<file path="src/rtl/wdog_pkg.sv">
package wdog_pkg;
  localparam int BUS_W   = 32;
  localparam int PS_W    = 8;   // prescale field width
  localparam int SEL_W   = 2;   // divider select width
  localparam int BASE_L2 = 4;   // smallest divider is 2**BASE_L2

  localparam logic [3:0] OFS_CTRL   = 4'h0;
  localparam logic [3:0] OFS_RELOAD = 4'h4;
  localparam logic [3:0] OFS_COUNT  = 4'h8;

  typedef struct packed {
    logic [PS_W-1:0]  ps;
    logic             run;
    logic [SEL_W-1:0] sel;
    logic             irq_on;
    logic             rst_on;
  } ctl_t;

  function automatic ctl_t ctl_unpack(input logic [BUS_W-1:0] w);
    ctl_t c;
    c.ps     = w[15:8];
    c.run    = w[5];
    c.sel    = w[4:3];
    c.irq_on = w[2];
    c.rst_on = w[0];
    return c;
  endfunction

  function automatic logic [BUS_W-1:0] ctl_pack(input ctl_t c);
    return {16'h0, c.ps, 2'b00, c.run, c.sel, c.irq_on, 1'b0, c.rst_on};
  endfunction
endpackage

</file>
<file path="src/rtl/wdog_regs.sv">
module wdog_regs
  import wdog_pkg::*;
#(
  parameter int          CNT_W   = 16,
  parameter logic [15:0] LOAD_RV = 16'h8000
) (
  input  logic              clk,
  input  logic              rst_n,
  input  logic              wr_en,
  input  logic              rd_en,
  input  logic [3:0]        addr,
  input  logic [BUS_W-1:0]  wr_data,
  input  logic [CNT_W-1:0]  cnt_val,
  output logic [BUS_W-1:0]  rd_data,
  output ctl_t              ctl,
  output logic [CNT_W-1:0]  reload,
  output logic              ctl_wr,
  output logic              cnt_wr,
  output logic [CNT_W-1:0]  cnt_wval
);
  logic hit_ctl, hit_rel, hit_cnt;

  always_comb begin
    hit_ctl  = (addr == OFS_CTRL);
    hit_rel  = (addr == OFS_RELOAD);
    hit_cnt  = (addr == OFS_COUNT);
    ctl_wr   = wr_en && hit_ctl;
    cnt_wr   = wr_en && hit_cnt;
    cnt_wval = wr_data[CNT_W-1:0];
  end

  always_ff @(posedge clk or negedge rst_n) begin
    if (!rst_n) begin
      ctl    <= '0;
      reload <= CNT_W'(LOAD_RV);
    end else begin
      if (ctl_wr)             ctl    <= ctl_unpack(wr_data);
      if (wr_en && hit_rel)   reload <= wr_data[CNT_W-1:0];
    end
  end

  always_ff @(posedge clk or negedge rst_n) begin
    if (!rst_n) begin
      rd_data <= '0;
    end else if (rd_en) begin
      if (hit_ctl)      rd_data <= ctl_pack(ctl);
      else if (hit_rel) rd_data <= BUS_W'(reload);
      else if (hit_cnt) rd_data <= BUS_W'(cnt_val);
      else              rd_data <= '0;
    end
  end

  AST_RELOAD_UNTOUCHED: assert property (@(posedge clk) disable iff (!rst_n)
    !(wr_en && hit_rel) |=> $stable(reload)) else $error("reload changed");
  AST_CTL_UNTOUCHED: assert property (@(posedge clk) disable iff (!rst_n)
    !ctl_wr |=> $stable(ctl)) else $error("control changed");
endmodule

</file>
<file path="src/rtl/wdog_tickgen.sv">
module wdog_tickgen #(
  parameter int PS_W    = 8,
  parameter int SEL_W   = 2,
  parameter int BASE_L2 = 4
) (
  input  logic             clk,
  input  logic             rst_n,
  input  logic             run,
  input  logic             clr,
  input  logic [PS_W-1:0]  ps,
  input  logic [SEL_W-1:0] sel,
  output logic             tick
);
  localparam int NSEL  = 1 << SEL_W;
  localparam int DIV_W = BASE_L2 + NSEL - 1;

  logic [PS_W-1:0]  ps_q;
  logic [DIV_W-1:0] div_q;
  logic [DIV_W-1:0] last_tab [NSEL];
  logic             ps_wrap, div_wrap;

  for (genvar g = 0; g < NSEL; g++) begin : g_last
    assign last_tab[g] = DIV_W'((1 << (BASE_L2 + g)) - 1);
  end

  always_comb begin
    ps_wrap  = (ps_q == ps);
    div_wrap = (div_q == last_tab[sel]);
    tick     = run && !clr && ps_wrap && div_wrap;
  end

  always_ff @(posedge clk or negedge rst_n) begin
    if (!rst_n) begin
      ps_q  <= '0;
      div_q <= '0;
    end else if (clr) begin
      ps_q  <= '0;
      div_q <= '0;
    end else if (run) begin
      if (ps_wrap) begin
        ps_q  <= '0;
        div_q <= div_wrap ? '0 : div_q + 1'b1;
      end else begin
        ps_q  <= ps_q + 1'b1;
      end
    end
  end

  AST_TICK_SPACED: assert property (@(posedge clk) disable iff (!rst_n)
    tick |=> !tick) else $error("ticks adjacent");
  AST_NO_TICK_IDLE: assert property (@(posedge clk) disable iff (!rst_n)
    !run |-> !tick) else $error("tick while stopped");
  AST_CLEAR_RESTARTS: assert property (@(posedge clk) disable iff (!rst_n)
    clr |=> (ps_q == '0 && div_q == '0)) else $error("prescaler not cleared");
endmodule

</file>
<file path="src/rtl/wdog_counter.sv">
module wdog_counter #(
  parameter int          CNT_W   = 16,
  parameter logic [15:0] LOAD_RV = 16'h8000
) (
  input  logic             clk,
  input  logic             rst_n,
  input  logic             tick,
  input  logic             run,
  input  logic             irq_on,
  input  logic             rst_on,
  input  logic             cnt_wr,
  input  logic [CNT_W-1:0] cnt_wval,
  input  logic [CNT_W-1:0] reload,
  output logic [CNT_W-1:0] cnt,
  output logic             irq,
  output logic             rst_req
);
  logic expire;

  always_comb expire = tick && !cnt_wr && (cnt == '0);

  always_ff @(posedge clk or negedge rst_n) begin
    if (!rst_n) begin
      cnt     <= CNT_W'(LOAD_RV);
      irq     <= 1'b0;
      rst_req <= 1'b0;
    end else begin
      irq <= 1'b0;
      if (cnt_wr) begin
        cnt <= cnt_wval;
      end else if (expire) begin
        cnt <= reload;
        irq <= irq_on;
        if (rst_on) rst_req <= 1'b1;
      end else if (tick) begin
        cnt <= cnt - 1'b1;
      end
    end
  end

  AST_IRQ_SINGLE: assert property (@(posedge clk) disable iff (!rst_n)
    irq |=> !irq) else $error("irq wider than one cycle");
  AST_RST_STICKY: assert property (@(posedge clk) disable iff (!rst_n)
    rst_req |=> rst_req) else $error("rst_req dropped");
  AST_LOAD_WINS: assert property (@(posedge clk) disable iff (!rst_n)
    cnt_wr |=> cnt == $past(cnt_wval)) else $error("count write lost");
  AST_HOLD_STOPPED: assert property (@(posedge clk) disable iff (!rst_n)
    (!run && !cnt_wr) |=> $stable(cnt)) else $error("count moved while stopped");
  AST_RELOAD_ON_EXPIRY: assert property (@(posedge clk) disable iff (!rst_n)
    expire |=> cnt == $past(reload)) else $error("no reload at expiry");
endmodule

</file>
<file path="src/rtl/wdog_prescaled.sv">
module wdog_prescaled
  import wdog_pkg::*;
#(
  parameter int          CNT_W   = 16,
  parameter logic [15:0] LOAD_RV = 16'h8000
) (
  input  logic        clk,
  input  logic        rst_n,
  input  logic        wr_en,
  input  logic        rd_en,
  input  logic [3:0]  addr,
  input  logic [31:0] wr_data,
  output logic [31:0] rd_data,
  output logic        irq,
  output logic        rst_req
);
  ctl_t             ctl;
  logic [CNT_W-1:0] reload, cnt, cnt_wval;
  logic             ctl_wr, cnt_wr, tick;

  wdog_regs #(.CNT_W(CNT_W), .LOAD_RV(LOAD_RV)) u_regs (
    .clk(clk), .rst_n(rst_n), .wr_en(wr_en), .rd_en(rd_en), .addr(addr),
    .wr_data(wr_data), .cnt_val(cnt), .rd_data(rd_data), .ctl(ctl),
    .reload(reload), .ctl_wr(ctl_wr), .cnt_wr(cnt_wr), .cnt_wval(cnt_wval)
  );

  wdog_tickgen #(.PS_W(PS_W), .SEL_W(SEL_W), .BASE_L2(BASE_L2)) u_tick (
    .clk(clk), .rst_n(rst_n), .run(ctl.run), .clr(ctl_wr),
    .ps(ctl.ps), .sel(ctl.sel), .tick(tick)
  );

  wdog_counter #(.CNT_W(CNT_W), .LOAD_RV(LOAD_RV)) u_cnt (
    .clk(clk), .rst_n(rst_n), .tick(tick), .run(ctl.run),
    .irq_on(ctl.irq_on), .rst_on(ctl.rst_on), .cnt_wr(cnt_wr),
    .cnt_wval(cnt_wval), .reload(reload), .cnt(cnt), .irq(irq),
    .rst_req(rst_req)
  );

  AST_IRQ_NEEDS_ENABLE: assert property (@(posedge clk) disable iff (!rst_n)
    $rose(irq) |-> $past(ctl.irq_on)) else $error("irq without enable");
  AST_RST_NEEDS_ENABLE: assert property (@(posedge clk) disable iff (!rst_n)
    $rose(rst_req) |-> $past(ctl.rst_on)) else $error("rst_req without enable");
endmodule

</file>
<file path="config.mk">
export PLATFORM = sky130hd
export DESIGN_NAME = wdog_prescaled
export DESIGN_NICKNAME = d
export VERILOG_FILES = /design/src/rtl/wdog_pkg.sv /design/src/rtl/wdog_regs.sv /design/src/rtl/wdog_tickgen.sv /design/src/rtl/wdog_counter.sv /design/src/rtl/wdog_prescaled.sv
export SDC_FILE = /design/constraint.sdc
export NUM_CORES = 1
export LEC_CHECK = 0
export ABC_AREA = 1
export BUFFER_PORTS_ARGS = -buffer_cell sky130_fd_sc_hd__buf_2
export CORE_MARGIN = 1.5
export CORE_UTILIZATION = 42
export DETAILED_ROUTE_END_ITERATION = 6
export REMOVE_ABC_BUFFERS = 1
export SYNTH_ARGS = -nofsm -noshare
export SYNTH_HDL_FRONTEND = slang
export SYNTH_SLANG_ARGS = --single-unit
</file>
<file path="constraint.sdc">
create_clock -name clk -period 1.5 [get_ports clk]
set_input_delay 0.075 -clock clk [delete_from_list [all_inputs] [get_ports clk]]
set_output_delay 0.075 -clock clk [all_outputs]
set_load 0.1 [all_outputs]
</file>
Yosys cells after proc, flatten, opt, wreduce, memory -nomap -nowiden

Cells that the tools add are included.
Widths: inputs -> output; s select.

$add $sub $neg: 3
Multipliers: 0
Div/mod/pow operators: 0
$lt $le $gt $ge: 1
Equal/unequal tests: 4
Shift-type cells: 0
Muxes and demuxes: 18
Bitwise operators: 2
Reductions and logical operators: 17

Operator list:

| kind                  | number |
|---|---|
| $mux 16               | 4 |
| $mux 32               | 2 |
| $mux 7                | 6 |
| $mux 8                | 3 |
| $logic_not 16->1      | 1 |
| $sub 16x1->16 const B | 1 |
| $bmux 7 s2            | 1 |
| $add 8x1->8 const B   | 1 |
| $eq 8x8->1            | 1 |
| $logic_and 1x1->1     | 8 |
| $add 7x1->7 const B   | 1 |
| $eq 7x7->1            | 1 |
| $eq 4x3->1 const B    | 1 |
| $eq 4x4->1 const B    | 1 |
| $logic_not 4->1       | 1 |
| $reduce_bool 2->1     | 2 |
| $ge 3x3->1 const B    | 1 |
| $not 2->3             | 1 |
| $reduce_and 3->1      | 1 |
| $reduce_bool 3->1     | 1 |
| $logic_not 1->1       | 2 |
| $mux 1                | 2 |
| $reduce_and 2->1      | 1 |
| $not 1->1             | 1 |

Bits in registers: 94
Bits in latches: 0
RAM bits: 0
ROM bits: 0
Output and inout bits: 34
Word-level logic and storage cells: 57
Memories kept: 0

Longest topological paths before layout

Depth after elaboration: 10
Depth in mapped cells: 12

By module

A second synthesis with hierarchy kept.

Cells, all modules: 722
Area total of the unflattened synthesis: 5170.0 um^2

Modules (own cells, without submodules):

| module       | instances | cells an instance | area each (um^2) |
|---|---|---|---|
| wdog_regs    | 1         | 330               | 2547.4 |
| wdog_counter | 1         | 196               | 1417.6 |
| wdog_tickgen | 1         | 196               | 1204.9 |

Least setup slack after synthesis

OpenSTA, ideal clock, no wires.

Path kind: register to register
From: reg u_cnt.cnt[0]
To: reg u_cnt.cnt[13]
Setup time: 0.116 ns
Arrival time: 1.525 ns
Path slack: -0.141 ns
Cell stages (with the launch flop): 13
Path buffers: 1
Cell sequence: dfrtp_1 -> inv_1 -> ha_1 -> nand2_1 -> nor2_1 -> nand3_2 -> inv_2 -> nand2_2 -> inv_2 -> buf_6 -> nand2_1 -> nand3_2 -> nand2_1

Cells in the longest elaborated chain, start to end: 4
Elaborated cells on any way between the ends: 7
Those cells by class: 1 x add/sub; 3 x mux; 3 x reduce/logical

Ends and longest elaborated chain:

| element                                                  | line                                   | text |
|---|---|---|
| start: declaration                                       | wdog_counter.sv:14                     | `output logic [CNT_W-1:0] cnt,` |
| start signal: assignment                                 | wdog_counter.sv:24                     | `cnt <= CNT_W'(LOAD_RV);` |
| start signal: assignment                                 | wdog_counter.sv:30                     | `cnt <= cnt_wval;` |
| start signal: assignment                                 | wdog_counter.sv:32                     | `cnt <= reload;` |
| $sub 16x1->16 / $logic_not 16->1 (equally long branches) | wdog_counter.sv:36, wdog_counter.sv:20 |  |
| $mux 16 / $logic_and 1x1->1 (equally long branches)      | wdog_counter.sv:35, wdog_counter.sv:20 |  |
| $mux 16                                                  | wdog_counter.sv:31                     | `end else if (expire) begin` |
| $mux 16                                                  | wdog_counter.sv:29                     | `if (cnt_wr) begin` |

Parallel ways exist; a longest one is shown, timed or not. The select of a mux whose other input is x is not followed.
A chain may end at the register's enable or synchronous reset.

Final worst setup path

From: reg u_cnt.cnt[0]
To: reg u_cnt.cnt[6]

The elaborated chain is that of the path after synthesis.

==> key figures <==
Run status
  – Status: finished, violations left
  – Failing checks: negative setup slack

Run
  – Max_cap viols: 0

Clocking
  – Clk root buf: clkbuf_8
  – Clock Tree Buf Depth: 2
  – Clk Latency, worst-skew pair: roughly 0.36 ns
  – Clk pin slew, worst setup/hold paths: around 0.080 ns
  – CTS Buf Count: 9
  – CTS tree: done
  – # H-tree levels: 3
  – # clock sinks: 78

Layout
  – Syn-to-layout area delta: 28.15%
  – Register area: between 1500 and 2000 um^2
  – Cell area after layout: roughly 5800 um^2
  – Multi-input logic area: around 2100 um^2
  – Antenna Cells: 0
  – Share of layout cells above drive strength 1: 25.34%
  – Most common cell after layout, fill and taps aside: nand2_1
  – Most frequent cells in the layout: nand2_1 (143), inv_1 (92), dfrtp_1 (76)
  – FILL cells: between 900 and 1000
  – Final net count: between 700 and 800

Timing
  – Final setup vio count: 30
  – Fmax: just over 0.6 GHz
  – Worst setup margin: -0.1349 ns
  – Final period utilization: 109.0%
  – Actual slew at the worst max-slew pin: 0.5336 ns
  – Rel. slew slack: 64.43%
  – Unrepaired setup endpoints after global routing: yes
  – Clk_skew: between 0.01 and 0.015 ns
  – Slew Limit Fails: 0
  – Final Hold Slack: just over 0.009 ns
  – Final hold violation count: 0
  – Min Tclk post-route: 1.635 ns

Power
  – Leakage: between 2 and 3 nW
  – Tot Pwr: between 7 and 8 mW
  – PwrDens: around 1200 nW/um^2
  – VDD IR-drop max: 0.6020 mV

Critical path
  – Crit path capture type: flop
  – Setup crit start kind: flop
  – Crit path max fanout: 2
  – Reg2reg setup slack: -0.13 ns
  – Crit Path Category: flop to flop
  – CP arrival: ~1.9 ns
  – WP data required: 1.80 ns

Floorplanning
  – Core outline area: 10370 um^2
  – I/O pin cnt: 74
  – Starting density of the core: between 40% and 50%
  – Std cell rows: 37
  – Die ar.: ~11000 um^2
  – Die Wd: around 110 um
  – Vert. Die Dim: about 110 um

Yosys
  – Synth Cell Area: 4524 um^2
  – Synth top area share: 42.04%
  – Mux cell area share after synthesis: less than 1%
  – Post-synth EDFFs: 0
  – #FFs+latches synth: 78
  – Compound-gate portion of the synthesized area: 10.95%
  – Avg Cell Area, Syn: between 7 and 8 um^2
  – Main flop type after synthesis: dfrtp_1
  – Synth area leader: dfrtp_1
  – Synth async-reset ratio: 100.0%
  – Largest family of logic cells by synthesized area: simple AND/OR/NAND/NOR gates
  – XOR/XNOR Fraction of Synth Area: under 10%
  – Yosys warning count: 0
  – Number of distinct library cells after synthesis: 33
  – Register area share after synthesis: 43.20%
  – Adder-cell share of the synthesized area: less than 1%
  – Syn Inst Count: 613
  – Synth area leaders: dfrtp_1 (42%), nand2_1 (12%), inv_1 (7.6%)
  – Simple-gate share of the synthesized area: 27.96%

Drt
  – Vias per cell: just under 5
  – Detailed-route via count: approximately 4200
  – DRT antenna net count: 0
  – Final Routed Wirelength: 11820 um
  – Drt first-iter violations: 286
  – DRC Markers: 0
  – First-pass DRT Iterations: 5
  – Avg WL per Cell: roughly 14 um

Global routing
  – Initial antenna violation count: 0
  – Vias in the first global route: roughly 4000
  – GRT Overall Usage: a little over a fifth
  – Largest net degree at the start of global routing: 37
  – First-pass GRT wire length: ~19000 um
  – Total congestion overflow: 0

Placed design
  – Routability cong.: between 0.9 and 1
  – Dpl ws: -0.2928 ns
  – IO Port Bufs: 41
  – Post-DP HPWL: approximately 8300 um
  – Placed cell areas: 5268 um^2

Hold path
  – Hold Path Class: input port to flop
cell usage after synthesis (all sizes together), types with 5 or more instances:
master,number
dfrtp,76
a21oi,16
o21ai,63
buf,23
nand2,152
xor2,11
nand4,5
clkbuf,10
nand3,48
nor2,61
nor3,14
inv,103
o22ai,16
state kept, by name, summed over array words and instances (netlist names):
register / flops
u_cnt.cnt: 16
u_cnt.irq: 1
u_cnt.rst_req: 1
u_regs.ctl: 13
u_regs.rd_data: 16
u_regs.reload: 16
u_tick.div_q: 7
u_tick.ps_q: 8
worst max-delay path, cell delays in order (launching register included):
cell     delay (ns)
dfrtp_1        0.39
inv_1          0.13
ha_4           0.15
nand2_2        0.07
buf_4          0.14
nor3_2         0.22
buf_4          0.15
xor2_1         0.18
nand3_2        0.09
nand2_1        0.06
report_power, final:
part / leakage [nW] / internal (mW) / switching [mW]
clock: 0.112 / 1.10 / 0.804
sequential: 0.994 / 2.46 / 0.256
combinational: 1.87 / 0.909 / 1.51
total: 2.98 / 4.47 / 2.57
worst paths after layout:
kind,startpoint,endpoint,depth (start not counted)
worst max-delay path,u_cnt.cnt[0]$_DFFE_PN0P_,u_cnt.cnt[6]$_DFFE_PN0P_,9
worst min-delay path,wr_data[14],u_regs.reload[14]$_DFFE_PN0P_,3
worst max register to register,u_cnt.cnt[0]$_DFFE_PN0P_,u_cnt.cnt[6]$_DFFE_PN0P_,9
worst min register to register,u_cnt.rst_req$_DFFE_PN0P_,u_cnt.rst_req$_DFFE_PN0P_,2
max in group asynchronous,rst_n,u_regs.rd_data[1]$_DFFE_PN0P_,3
min in group asynchronous,rst_n,u_regs.ctl[12]$_DFFE_PN0P_,2
area by class of cell:
class / count / area share (%)
timing repair inverter: 1 / 0.1295
multi-input combinational: 411 / 36.45
sequential: 78 / 33.71
inverter: 107 / 7.186
tap: 136 / 2.935
clock buffer: 10 / 2.201
timing repair buffer: 125 / 15.49
clock inverter: 6 / 1.899
metal layers:
metal  vias up  part of all wire, %  GRT usage, %
li1       2136                    -             -
met1      1987                   48         28.95
met2        94                   48         35.49
met3         7                  4.0         3.891
met4         0                 0.69         5.619
met5         -                    0             0
cell families after synthesis:
family,count (synthesis)
XOR/XNOR,11
buffers and inverters,140
adder cells (fa/ha/maj),3
AO/OA/AOI/OAI,95
flip-flops,78
other,1
AND/OR/NAND/NOR,281
multiplexers,4
what timing repair did:
action                                  in CTS  in global routing
endpoints found under the setup margin      30                 31
cloned                                       1                  1
endpoints found under the hold margin       40                  0
resized for setup                           21                  9
hold buffers                                11                  0
buffers inserted                             2                  2
pin swaps                                    5                  5
per-stage QoR:
stage               std cells  TNS [ns]  utilization [%]
floorplan                 595    -1.360                -
global placement          841    -2.554            50.80
detailed placement        841    -4.652            50.80
CTS                       871    -2.092            55.19
global route              874    -6.287            55.91
finish                    874    -2.772            55.91
Power figures use the tool's default switching activity.
